### config.mk
export PLATFORM = sky130hd
export DESIGN_NAME = pwr_mode_ctrl
export DESIGN_NICKNAME = d
export VERILOG_FILES = /design/src/rtl/pmc_pkg.sv /design/src/rtl/pmc_rst_qual.sv /design/src/rtl/pmc_pcon_reg.sv /design/src/rtl/pmc_can_sleep.sv /design/src/rtl/pmc_out_stage.sv /design/src/rtl/pwr_mode_ctrl.sv
export SDC_FILE = /design/constraint.sdc
export NUM_CORES = 1
export LEC_CHECK = 0
export BUFFER_PORTS_ARGS = -buffer_cell sky130_fd_sc_hd__buf_2
export CAP_MARGIN = 15
export CORE_UTILIZATION = 41
export CTS_CLUSTER_DIAMETER = 30
export CTS_CLUSTER_SIZE = 24
export DETAILED_ROUTE_END_ITERATION = 8
export HOLD_SLACK_MARGIN = 0.08
export PLACE_DENSITY_LB_ADDON = 0.2
export SLEW_MARGIN = 20
export SYNTH_ARGS = -nofsm -noshare
export SYNTH_HDL_FRONTEND = slang
export SYNTH_SLANG_ARGS = --single-unit
### constraint.sdc
create_clock -name clk_i -period 1.75 [get_ports clk_i]
set_input_delay 0.0875 -clock clk_i [delete_from_list [all_inputs] [get_ports clk_i]]
set_output_delay 0.0875 -clock clk_i [all_outputs]
set_load 0.05 [all_outputs]
### src/rtl/pmc_pkg.sv
package pmc_pkg;
  localparam int BIT_IDL  = 0;
  localparam int BIT_PD   = 1;
  localparam int BIT_GF0  = 2;
  localparam int BIT_GF1  = 3;
  localparam int BIT_WLE  = 4;
  localparam int BIT_ALES = 5;
  localparam int BIT_RSV  = 6;
  localparam int BIT_BDBL = 7;
  localparam int CAN_SLEEP_BIT = 4;

  typedef struct packed {
    logic bdbl;
    logic rsv;
    logic ales;
    logic wle;
    logic gf1;
    logic gf0;
    logic pd;
    logic idl;
  } pcon_t;
endpackage

### src/rtl/pmc_rst_qual.sv
module pmc_rst_qual #(
  parameter int RST_CYCLES = 24
) (
  input  logic clk_i,
  input  logic rst_i,
  input  logic ext_rst_i,
  input  logic wdt_ovf_i,
  output logic int_rst_o,
  output logic sys_rst_o
);
  localparam int CNT_W = $clog2(RST_CYCLES + 1);
  localparam logic [CNT_W-1:0] CNT_MAX = CNT_W'(RST_CYCLES);
  localparam logic [CNT_W-1:0] CNT_HIT = CNT_W'(RST_CYCLES - 1);

  logic [CNT_W-1:0] cnt_q;
  logic             hit;
  logic             sys_rst_q;

  // cnt_q holds how many earlier consecutive edges saw the pin high
  always_ff @(posedge clk_i) begin
    if (rst_i)            cnt_q <= '0;
    else if (!ext_rst_i)  cnt_q <= '0;
    else if (cnt_q != CNT_MAX) cnt_q <= cnt_q + 1'b1;
  end

  assign hit       = ext_rst_i && (cnt_q >= CNT_HIT);
  assign int_rst_o = rst_i | hit | wdt_ovf_i;

  always_ff @(posedge clk_i) begin
    sys_rst_q <= int_rst_o;
  end

  assign sys_rst_o = sys_rst_q;
endmodule

### src/rtl/pmc_pcon_reg.sv
module pmc_pcon_reg
  import pmc_pkg::*;
(
  input  logic       clk_i,
  input  logic       rst_i,
  input  logic       wr_en_i,
  input  logic [7:0] wdata_i,
  input  logic       ew_i,
  input  logic       wake_i,
  input  logic       wdt_load_i,
  output pcon_t      pcon_o
);
  pcon_t pcon_q;
  logic  pd_req;
  logic  unused_rsv;

  assign unused_rsv = wdata_i[BIT_RSV];
  assign pd_req     = wdata_i[BIT_PD] & ew_i;

  always_ff @(posedge clk_i) begin
    if (rst_i) begin
      pcon_q <= '0;
    end else if (wr_en_i) begin
      pcon_q.bdbl <= wdata_i[BIT_BDBL];
      pcon_q.rsv  <= 1'b0;
      pcon_q.ales <= wdata_i[BIT_ALES];
      pcon_q.wle  <= wdata_i[BIT_WLE];
      pcon_q.gf1  <= wdata_i[BIT_GF1];
      pcon_q.gf0  <= wdata_i[BIT_GF0];
      // power-down is sticky until reset and outranks idle
      pcon_q.pd   <= pcon_q.pd | pd_req;
      pcon_q.idl  <= wdata_i[BIT_IDL] & ~pd_req & ~pcon_q.pd;
    end else begin
      if (wake_i && pcon_q.idl)        pcon_q.idl <= 1'b0;
      if (wdt_load_i && pcon_q.wle)    pcon_q.wle <= 1'b0;
    end
  end

  assign pcon_o = pcon_q;
endmodule

### src/rtl/pmc_can_sleep.sv
module pmc_can_sleep #(
  parameter int NUM_RX = 2
) (
  input  logic              clk_i,
  input  logic              rst_i,
  input  logic              wr_en_i,
  input  logic              wbit_i,
  input  logic [NUM_RX-1:0] can_rx_i,
  output logic              sleep_o
);
  logic sleep_q;
  logic dominant;

  assign dominant = ~(&can_rx_i);

  always_ff @(posedge clk_i) begin
    if (rst_i)         sleep_q <= 1'b0;
    else if (dominant) sleep_q <= 1'b0;
    else if (wr_en_i)  sleep_q <= wbit_i;
  end

  assign sleep_o = sleep_q;
endmodule

### src/rtl/pmc_out_stage.sv
module pmc_out_stage (
  input  logic clk_i,
  input  logic rst_i,
  input  logic ale_i,
  input  logic ale_sup_i,
  input  logic wdt_load_i,
  input  logic wle_i,
  output logic ale_o,
  output logic wdt_reload_o
);
  logic ale_q;
  logic reload_q;

  always_ff @(posedge clk_i) begin
    if (rst_i) begin
      ale_q    <= 1'b0;
      reload_q <= 1'b0;
    end else begin
      ale_q    <= ale_sup_i ? 1'b0 : ale_i;
      reload_q <= wdt_load_i & wle_i;
    end
  end

  assign ale_o        = ale_q;
  assign wdt_reload_o = reload_q;
endmodule

### src/rtl/pwr_mode_ctrl.sv
module pwr_mode_ctrl
  import pmc_pkg::*;
#(
  parameter int          RST_CYCLES  = 24,
  parameter int          NUM_IRQ     = 4,
  parameter int          NUM_CAN_RX  = 2,
  parameter int          ADDR_W      = 8,
  parameter logic [7:0]  PCON_ADDR   = 8'h87,
  parameter logic [7:0]  CANCMD_ADDR = 8'hD9
) (
  input  logic                  clk_i,
  input  logic                  rst_i,
  input  logic                  ext_rst_i,
  input  logic                  wdt_ovf_i,
  input  logic                  ew_i,
  input  logic                  reg_wr_i,
  input  logic [ADDR_W-1:0]     reg_addr_i,
  input  logic [7:0]            reg_wdata_i,
  output logic [7:0]            reg_rdata_o,
  input  logic [NUM_IRQ-1:0]    irq_req_i,
  input  logic [NUM_IRQ-1:0]    irq_en_i,
  input  logic                  wdt_load_i,
  output logic                  wdt_reload_o,
  input  logic                  ale_i,
  output logic                  ale_o,
  input  logic [NUM_CAN_RX-1:0] can_rx_i,
  output logic                  baud_dbl_o,
  output logic                  cpu_clk_en_o,
  output logic                  periph_clk_en_o,
  output logic                  can_clk_en_o,
  output logic                  sys_rst_o
);
  localparam logic [ADDR_W-1:0] PCON_A = ADDR_W'(PCON_ADDR);
  localparam logic [ADDR_W-1:0] CAN_A  = ADDR_W'(CANCMD_ADDR);

  logic               int_rst;
  logic               pcon_wr;
  logic               can_wr;
  logic               wake;
  logic               can_sleep;
  logic [NUM_IRQ-1:0] irq_hit;
  pcon_t              pcon;

  for (genvar g = 0; g < NUM_IRQ; g++) begin : g_irq
    assign irq_hit[g] = irq_req_i[g] & irq_en_i[g];
  end
  assign wake = |irq_hit;

  assign pcon_wr = reg_wr_i && (reg_addr_i == PCON_A);
  assign can_wr  = reg_wr_i && (reg_addr_i == CAN_A);

  pmc_rst_qual #(.RST_CYCLES(RST_CYCLES)) u_rst (
    .clk_i     (clk_i),
    .rst_i     (rst_i),
    .ext_rst_i (ext_rst_i),
    .wdt_ovf_i (wdt_ovf_i),
    .int_rst_o (int_rst),
    .sys_rst_o (sys_rst_o)
  );

  pmc_pcon_reg u_pcon (
    .clk_i      (clk_i),
    .rst_i      (int_rst),
    .wr_en_i    (pcon_wr),
    .wdata_i    (reg_wdata_i),
    .ew_i       (ew_i),
    .wake_i     (wake),
    .wdt_load_i (wdt_load_i),
    .pcon_o     (pcon)
  );

  pmc_can_sleep #(.NUM_RX(NUM_CAN_RX)) u_can (
    .clk_i    (clk_i),
    .rst_i    (int_rst),
    .wr_en_i  (can_wr),
    .wbit_i   (reg_wdata_i[CAN_SLEEP_BIT]),
    .can_rx_i (can_rx_i),
    .sleep_o  (can_sleep)
  );

  pmc_out_stage u_out (
    .clk_i        (clk_i),
    .rst_i        (int_rst),
    .ale_i        (ale_i),
    .ale_sup_i    (pcon.ales),
    .wdt_load_i   (wdt_load_i),
    .wle_i        (pcon.wle),
    .ale_o        (ale_o),
    .wdt_reload_o (wdt_reload_o)
  );

  always_comb begin
    reg_rdata_o = 8'h00;
    if (reg_addr_i == PCON_A)     reg_rdata_o = pcon;
    else if (reg_addr_i == CAN_A) reg_rdata_o[CAN_SLEEP_BIT] = can_sleep;
  end

  assign baud_dbl_o      = pcon.bdbl;
  assign cpu_clk_en_o    = ~(pcon.idl | pcon.pd);
  assign periph_clk_en_o = ~pcon.pd;
  assign can_clk_en_o    = ~(can_sleep | pcon.pd);
endmodule

Word-level counts from Yosys, hierarchy flattened
Index checks and enable logic that the tools add are counted.
- $add $sub $neg: 1
- $lt $le $gt $ge: 1
- eq/ne operators: 3
- multiplexer cells: 8
- bitwise operators: 19
- reductions and logical operators: 12
- operators by type and width (cell ; count):
    8-bit == test, second input constant ; 2
    1-bit AND ; 8
    1-bit 2-to-1 mux ; 6
    1-bit inverter ; 6
    2-bit OR reduction ; 3
    5-bit by 1-bit adder with 5-bit output, second input constant ; 1
    5-bit >= comparator, second input constant ; 1
    1-bit logical AND ; 5
    5-bit != test, second input constant ; 1
    1-bit OR ; 5
    4-bit 2-to-1 mux ; 1
    2-bit nonzero test ; 2
    4-bit OR reduction ; 1
    3-bit 2-to-1 mux ; 1
    2-bit AND reduction ; 1
- flip-flop bits (word level): 16
- input port bits: 34
- output and inout port bits: 15
- word-level logic and storage cells: 56

Longest topological paths before layout
Gate-level depths: netlist of the first run.
- depth in word-level cells: 5
- gate-level depth with buffers: 6
- depth with buffers taken out: 6

Cells and area by module
A second synthesis of the first run with hierarchy kept.
- cells, all modules: 92
- area total of the unflattened synthesis: 900.9 um2
- by module, submodules not included (module ; times used ; cells each ; area an instance (um2) ; seq. area each (um2)):
    pmc_rst_qual ; 1 ; 32 ; 335.3 ; 120.1
    pmc_pcon_reg ; 1 ; 28 ; 279.0 ; 140.1
    pwr_mode_ctrl ; 1 ; 24 ; 181.4 ; 0.0
    pmc_out_stage ; 1 ; 4 ; 61.3 ; 40.0
    pmc_can_sleep ; 1 ; 4 ; 43.8 ; 20.0

Worst setup path after synthesis of the first run
Ideal clock, no wire load.
- path kind: reg-to-output
- start: register u_pcon.pcon_q, in the netlist u_pcon.pcon_o[1]
- end: output port reg_rdata_o[1]
- arrival time: 2167 ps
- data required time: 1662 ps
- setup slack: -505 ps
- cell stages (with the launch flop): 3
- path buffers: 0
- cell sequence: dfxtp_1 > inv_1 > nor4_1
- word-level cells in the longest chain between the ends: 1
- RTL lines (element ; RTL line ; text):
    from (decl) ; pmc_pcon_reg.sv:13 ; pcon_t pcon_q;
    4-bit 2-to-1 mux ; pwr_mode_ctrl.sv:94 ; if (reg_addr_i == PCON_A) reg_rdata_o = pcon;
    to (decl) ; pwr_mode_ctrl.sv:19 ; output logic [7:0] reg_rdata_o,
No other way between the ends.

Final worst setup path of the first run
Same ends and word-level chain as after synthesis.

==> impl_metrics.yaml, run 1 <==
status:
  run_status: "finished, final reports clean"
min_path:
  hold_path_end: "u_pcon.pcon_o[7]$_SDFFE_PP0P_"
  whs_path_depth: 3
  hold_path_startpoint: "reg_wr_i"
  hold_class: "input port to flop"
yosys:
  synth.area.mux_share_pct: 2.57
  post_synth_xor_area_fraction_pct: 4.49
  synth_nets: 130
  post_synth.cell_area_avg_um2: 8.29
  adder_and_majority_gate_portion_of_the_synthesized_area_pct: 3.21
  postSynth.topFlopCell: "dfxtp_1"
  syn_inst: 94
  top_post_synthesis_cells_by_area: "dfxtp_1, nand3_1, nor2_1"
  synth_seq_area_share_pct: 41.1
  dominant_combinational_cell_family_by_area_after_synthesis: "simple AND/OR/NAND/NOR gates"
  syn-cell-area_um2: 779
  synthMostInstantiatedCell: "dfxtp_1"
  synth_common_cells: "dfxtp_1, nor2_1, nand2_1, nand3_1, a21oi_1"
  post_synthesis_sequential_element_count: 16
  netlist.top_cell.by_area: "dfxtp_1"
  synth_enable_flop_cells: 0
  synth_compound_area_share_pct: 8.67
  synth_top_cell_area_share_pct: 41.1
  async_flop_share_pct: 0
  distinct_cell_type_count_of_the_synthesized_netlist: 30
  synth-simple-area-share_pct: 34.2
  yosysWarningCount: 0
clocking:
  path_clk_slew_ns: 0.09
  clockRootBuffer: "clkbuf_4"
  cts_setup_buffers: 0
  h_tree_level_count: 1
  clock_sink_count: 16
  numCtsBuffers: 3
  clkLatencyLatePin_ns: 0.28
  cts_buffer_depth: 2
  cts_tree: "done"
power_and_ir_drop:
  power_density_nw_per_um2: 615
  post-layout-total-power_uw: 715
  vdd_drop_max_mv: 0.420
  leakagePower_uw: 0.000535
worst_setup_path:
  reg2reg_to: "u_pcon.pcon_o[0]$_SDFFE_PP0P_"
  critical-path-slowest-cell: "dfxtp_1"
  cp.buffers_inverters: 2
  critical_path_required_ns: 1.66
  crit_fanout: 4
  slowest_delay_ns: 0.36
  cp-start-kind: "flop"
  worst_ep_arrival_time_ns: 1.34
  worst_r2r_startpoint: "u_rst.cnt_q[0]$_SDFFE_PP0P_"
  path_delay_family: "buffers and inverters"
  crit_type: "flop to output port"
  r2r.worst_path.cells: 5
  critical_path_cell_by_cell: "inv_1 > nor4_2 > buf_2"
  timing.reg2reg.setup_slack_ns: 0.42
  critical_path_end_type: "output port"
route:
  detail-route-antenna-nets: 0
  avgRoutedWirePerCell_um: 11.4
  routed-via-count: 858
  drt_pre_antenna_iters: 4
  first_iter_violations: 8
  via_density: 4.88
  route.detailed.drc: 0
  drt_wl_total_mm: 2.00
floorplan:
  ioPinCount: 49
  die_area_um2: 2080
  core_rows: 15
  area_inside_the_core_boundary_um2: 1750
  floorplan.initialDensity_pct: 44.7
  die-width_um: 45.6
  dieHeight_um: 45.6
sta:
  clock-skew-final_ns: 0.00126
  finalMaxSlewViolations: 0
  finalHoldViolCount: 0
  holdWs_ns: 0.123
  maxSlewHeadroom_pct: 65.0
  max_slew.worst_pin.slew_ns: 0.518
  grt_setup_unrepaired: "no"
  fmaxAchievable_mhz: 698
  endpoints_failing_setup: 0
  setup_tns_ns: 0
  timing.final.crit_share_pct: 81.8
  fin_crit_ns: 1.43
global_route:
  remaining_overflow_grt: 0
  grt_pass1_wl_mm: 3.32
  grt_antenna_before_repair: 0
  grt_pass1_vias: 842
  grt_start_max_net_pins: 12
  grt_use_total_pct: 22.5
placed_design:
  buffer_ports.inserted: 46
  hpwlAfterDp_mm: 1.51
  place.gp.congestion: 0.773
final_layout:
  drive_gt1_share_pct: 35.8
  finalNetCount: 188
  n_antenna_cell: 0
  area_delta_synth_final_pct: 49.1
flow_run:
  max-cap-violations: 0
[power breakdown]
group / internal [uW] / switching, uW / total, uW
Clock: 127 / 117 / 243
Sequential: 368 / 2.74 / 371
Combinational: 53.5 / 46.8 / 100
Total: 548 / 166 / 715
[per-stage QoR]
stage               std cells  utilization [%]  cell area [um2]  worst slack, ns
global route              176             66.6             1160            0.249
floorplan                  94                -              786           0.0521
global placement          163             59.4             1040            0.327
detailed placement        163             59.4             1040            0.304
CTS                       176             66.6             1160            0.305
finish                    176             66.6             1160            0.318
[worst reg2reg max path: stages (launching register included)]
cell and delay, ns:
dfxtp_1 0.40, ha_1 0.23, a21oi_1 0.08, o21ai_0 0.14, buf_4 0.19, and2b_1 0.18
[layout make-up]
cell class	instances	area [um2]
Fill cell	152	583
Tap cell	25	31.3
Clock buffer	4	36.3
Sequential cell	16	320
Timing Repair Buffer	57	335
Multi-Input combinational cell	70	424
Inverter	4	15.0
[metal layers]
layer	routed length [um]	track usage (%)	vias to the layer above
met5	0	0	-
li1	-	-	431
met3	103	6.75	4
met2	1120	44.0	27
met1	740	21.8	396
met4	36	7.27	0
[worst max-delay path by stage]
stage	from	endpoint	slack, ns	depth (start not counted)
after detailed placement	reg_addr_i[4]	u_pcon.pcon_o[0]$_SDFFE_PP0P_	0.30	5
final	u_pcon.pcon_o[1]$_SDFFE_PP0P_	reg_rdata_o[1]	0.32	3
after CTS	u_pcon.pcon_o[1]$_SDFFE_PP0P_	reg_rdata_o[1]	0.31	3
after global routing	u_pcon.pcon_o[1]$_SDFFE_PP0P_	reg_rdata_o[1]	0.25	3
after floorplan	u_pcon.pcon_o[1]$_SDFFE_PP0P_	reg_rdata_o[1]	0.05	2
after global placement	reg_addr_i[4]	u_pcon.pcon_o[0]$_SDFFE_PP0P_	0.33	5
[cells in the final DEF, fill, tap and decap left out, types with 2 or more instances in the layout]
master          n
buf_4           2
nand2_1        10
xor2_1          3
clkbuf_4        3
dfxtp_1        16
and2_1          5
mux2i_1         2
ha_1            2
nor3_1          2
dlygate4sd3_1   9
buf_2          46
nand3_1        10
inv_1           4
nor2_1         11
a21oi_1         7
nand3b_1        3
[cells by family (layout without fill, tap and decap cells)]
group	after synthesis	after routing
AOI/OAI and AO/OA	11	11
xor gates and xnor gates	4	4
adders and majority gates	2	2
buffers and inverters	8	65
DFF	16	16
muxes	2	2
other	1	1
and+or+nand+nor	50	50
[state kept, by name, indices dropped and copies added, names as in the netlist]
signal,cells
u_pcon.pcon_o,7
u_rst.cnt_q,5
u_can.sleep_o,1
u_out.ale_o,1
u_out.wdt_reload_o,1
u_rst.sys_rst_o,1
[timing repair]
action                    4_1_cts  5_1_grt
gates resized for setup         0        0
hold buffers                    9        0
hold endpoints to repair        8        0
No activity file was read; power rests on OpenSTA's default activity.
==> run 2, diff against run 1 <==
--- a/config.mk
+++ b/config.mk
@@ -5,9 +5,10 @@
 export SDC_FILE = /design/constraint.sdc
 export NUM_CORES = 1
 export LEC_CHECK = 0
+export ABC_AREA = 1
 export BUFFER_PORTS_ARGS = -buffer_cell sky130_fd_sc_hd__buf_2
 export CAP_MARGIN = 15
-export CORE_UTILIZATION = 41
+export CORE_UTILIZATION = 43
 export CTS_CLUSTER_DIAMETER = 30
 export CTS_CLUSTER_SIZE = 24
 export DETAILED_ROUTE_END_ITERATION = 8
==> constraint.sdc (replaced) <==
create_clock -name clk_i -period 1.4 [get_ports clk_i]
set_input_delay 0.07 -clock clk_i [delete_from_list [all_inputs] [get_ports clk_i]]
set_output_delay 0.07 -clock clk_i [all_outputs]
set_load 0.05 [all_outputs]
==> run 2 against run 1 <==
Effect of this change:
- sequential cell count unchanged
- total power increased by 27%
- routed wire length increased by 3.3%
- critical path type is now flop to flop
- critical endpoint is now u_pcon.pcon_o[4]$_SDFFE_PP0P_
==> impl_metrics.yaml, run 2 <==
placed_design:
  place.gp.congestion: 0.696
  buffer_ports.inserted: 46
  detailedPlace.worstSlack_ns: 0.177
  hpwlAfterDp_mm: 1.53
global_route:
  grt_pass1_wl_mm: 2.89
  grt_pass1_vias: 776
  grt_antenna_before_repair: 0
  remaining_overflow_grt: 0
  grt_use_total_pct: 18.0
  grt_start_max_net_pins: 13
yosys:
  synth-simple-area-share_pct: 42.9
  dominant_combinational_cell_family_by_area_after_synthesis: "simple AND/OR/NAND/NOR gates"
  post_synth.cell_area_avg_um2: 6.75
  synthMostInstantiatedCell: "nand2_1"
  distinct_cell_type_count_of_the_synthesized_netlist: 24
  top_post_synthesis_cells_by_area: "dfxtp_1, nand2_1, inv_1"
  synth_enable_flop_cells: 0
  synth_nets: 170
  syn-cell-area_um2: 905
  async_flop_share_pct: 0
  synth_seq_area_share_pct: 35.4
  syn_inst: 134
  adder_and_majority_gate_portion_of_the_synthesized_area_pct: 2.77
  synth_compound_area_share_pct: 5.95
  yosysWarningCount: 0
  netlist.top_cell.by_area: "dfxtp_1"
  post_synth_xor_area_fraction_pct: 0
  synth_common_cells: "nand2_1, inv_1, nor2_1"
  postSynth.topFlopCell: "dfxtp_1"
  post_synthesis_sequential_element_count: 16
  synth_top_cell_area_share_pct: 35.4
  synth.area.mux_share_pct: 0
clocking:
  cts_tree: "done"
  cts_buffer_depth: 2
  clockRootBuffer: "clkbuf_4"
  path_clk_slew_ns: 0.09
  clkLatencyLatePin_ns: 0.28
  h_tree_level_count: 1
  cts-resized-gates: 0
  numCtsBuffers: 3
  cts_setup_buffers: 0
  clock_sink_count: 16
  holdBufCountCts: 10
route:
  drt_wl_total_mm: 2.07
  via_density: 4.42
  drt_pre_antenna_iters: 4
  avgRoutedWirePerCell_um: 9.43
  first_iter_violations: 13
  detail-route-antenna-nets: 0
  route.detailed.drc: 0
  routed-via-count: 968
worst_setup_path:
  worst_r2r_startpoint: "u_rst.cnt_q[1]$_SDFFE_PP0P_"
  timing.reg2reg.setup_slack_ns: 0.17
  critical_path_required_ns: 1.59
  worst_ep_arrival_time_ns: 1.41
  reg2reg_to: "u_pcon.pcon_o[4]$_SDFFE_PP0P_"
  worst_setup_path_endpoint: "u_pcon.pcon_o[4]$_SDFFE_PP0P_"
  critical_path_end_type: "flop"
  setup.worst_path.start: "u_rst.cnt_q[1]$_SDFFE_PP0P_"
  crit_type: "flop to flop"
  crit_fanout: 6
  r2r.worst_path.cells: 8
  cp-start-kind: "flop"
final_layout:
  filler_cell_count: 187
  largest_register_ffs: 7
  ff_latch_area_um2: 320
  n_antenna_cell: 0
  multi_input_combinational_cell_area_um2: 473
  finalCoreUtilization_pct: 65.7
  drive_gt1_share_pct: 37.0
  most_frequent_cells_in_the_layout: "buf_2, nand2_1, inv_1"
  finalNetCount: 229
  area_delta_synth_final_pct: 42.5
  layout_commonest_cell: "buf_2"
sta:
  timing.final.crit_share_pct: 87.7
  fin_ws_ns: 0.172
  clock-skew-final_ns: 0.00314
  setup_tns_ns: 0
  finalHoldViolCount: 0
  fin_crit_ns: 1.23
  fmaxAchievable_mhz: 814
  holdWs_ns: 0.0916
  grt_setup_unrepaired: "no"
  endpoints_failing_setup: 0
  finalMaxSlewViolations: 0
power_and_ir_drop:
  vdd_drop_max_mv: 0.560
  leakagePower_uw: 0.000659
  power_density_nw_per_um2: 704
min_path:
  hold_class: "input port to flop"
floorplan:
  die_area_um2: 2290
  floorplan.initialDensity_pct: 46.1
  core_rows: 16
  area_inside_the_core_boundary_um2: 1960
  dieHeight_um: 47.9
  die-width_um: 47.9
  ioPinCount: 49
status:
  run_status: "finished, final reports clean"
flow_run:
  max-cap-violations: 0
==> run 2: how the worst min path moves through the flow <==
stage,startpoint,to,slack (ns),depth (start not counted)
2_1_floorplan,ale_i,u_out.ale_o$_SDFF_PP0_,0.20,2
3_5_place_dp,reg_wdata_i[5],u_pcon.pcon_o[5]$_SDFFE_PP0P_,0.31,3
4_1_cts,reg_wr_i,u_can.sleep_o$_SDFFE_PP0P_,0.09,3
5_1_grt,reg_wr_i,u_pcon.pcon_o[1]$_SDFFE_PP0P_,0.1,3
6_report,reg_wr_i,u_can.sleep_o$_SDFFE_PP0P_,0.09,3
3_3_place_gp,reg_wdata_i[5],u_pcon.pcon_o[5]$_SDFFE_PP0P_,0.30,3
==> run 2: cells by family (layout without fill, tap and decap cells) <==
group / after synthesis / count (layout)
AO/OA/AOI/OAI: 10 / 10
adder cells (fa/ha/maj): 2 / 2
buffers and inverters: 26 / 84
flip-flops: 16 / 16
other: 1 / 1
AND/OR/NAND/NOR: 79 / 79
==> run 2: metal layers <==
| layer | routed length, um | global-route usage [%] | part of all wire, % | vias up |
|---|---|---|---|---|
| li1 | - | - | - | 520 |
| met2 | 968 | 32.4 | 47 | 32 |
| met5 | 0 | 0 | 0 | - |
| met3 | 102 | 2.26 | 4.9 | 4 |
| met1 | 970 | 21.0 | 47 | 412 |
| met4 | 24 | 8.33 | 1.2 | 0 |
==> run 2: area by class of cell <==
type	count	share of cell area, %
Sequential cell	16	24.9
Clock buffer	4	2.82
Inverter	24	7.38
Timing Repair Buffer	56	25.6
Multi-Input combinational cell	92	36.7
Tap cell	27	2.62
==> run 2: worst max-delay path, stage by stage (launching register included) <==
cell and delay, ns:
dfxtp_1 0.41, ha_1 0.19, nand2_1 0.08, nand2_1 0.08, nand3_2 0.09, nand2_4 0.12, inv_6 0.06, o21ai_2 0.05
nor2_1 0.05
==> run 2: per-stage QoR <==
stage | power, uW | instance area (um2) | instances
after floorplan | 535 | 907 | 134
after global placement | 588 | 1150 | 205
after detailed placement | 592 | 1150 | 205
after CTS | 916 | 1290 | 219
after global routing | 944 | 1290 | 219
final | 907 | 1290 | 219
==> run 2: power breakdown <==
group / internal [uW] / leakage [uW] / total, uW / switching (uW)
clock: 158 / 0.0000210 / 304 / 145
combinational: 68.2 / 0.000508 / 139 / 71.0
sequential: 460 / 0.000130 / 464 / 3.88
total: 687 / 0.000659 / 907 / 220
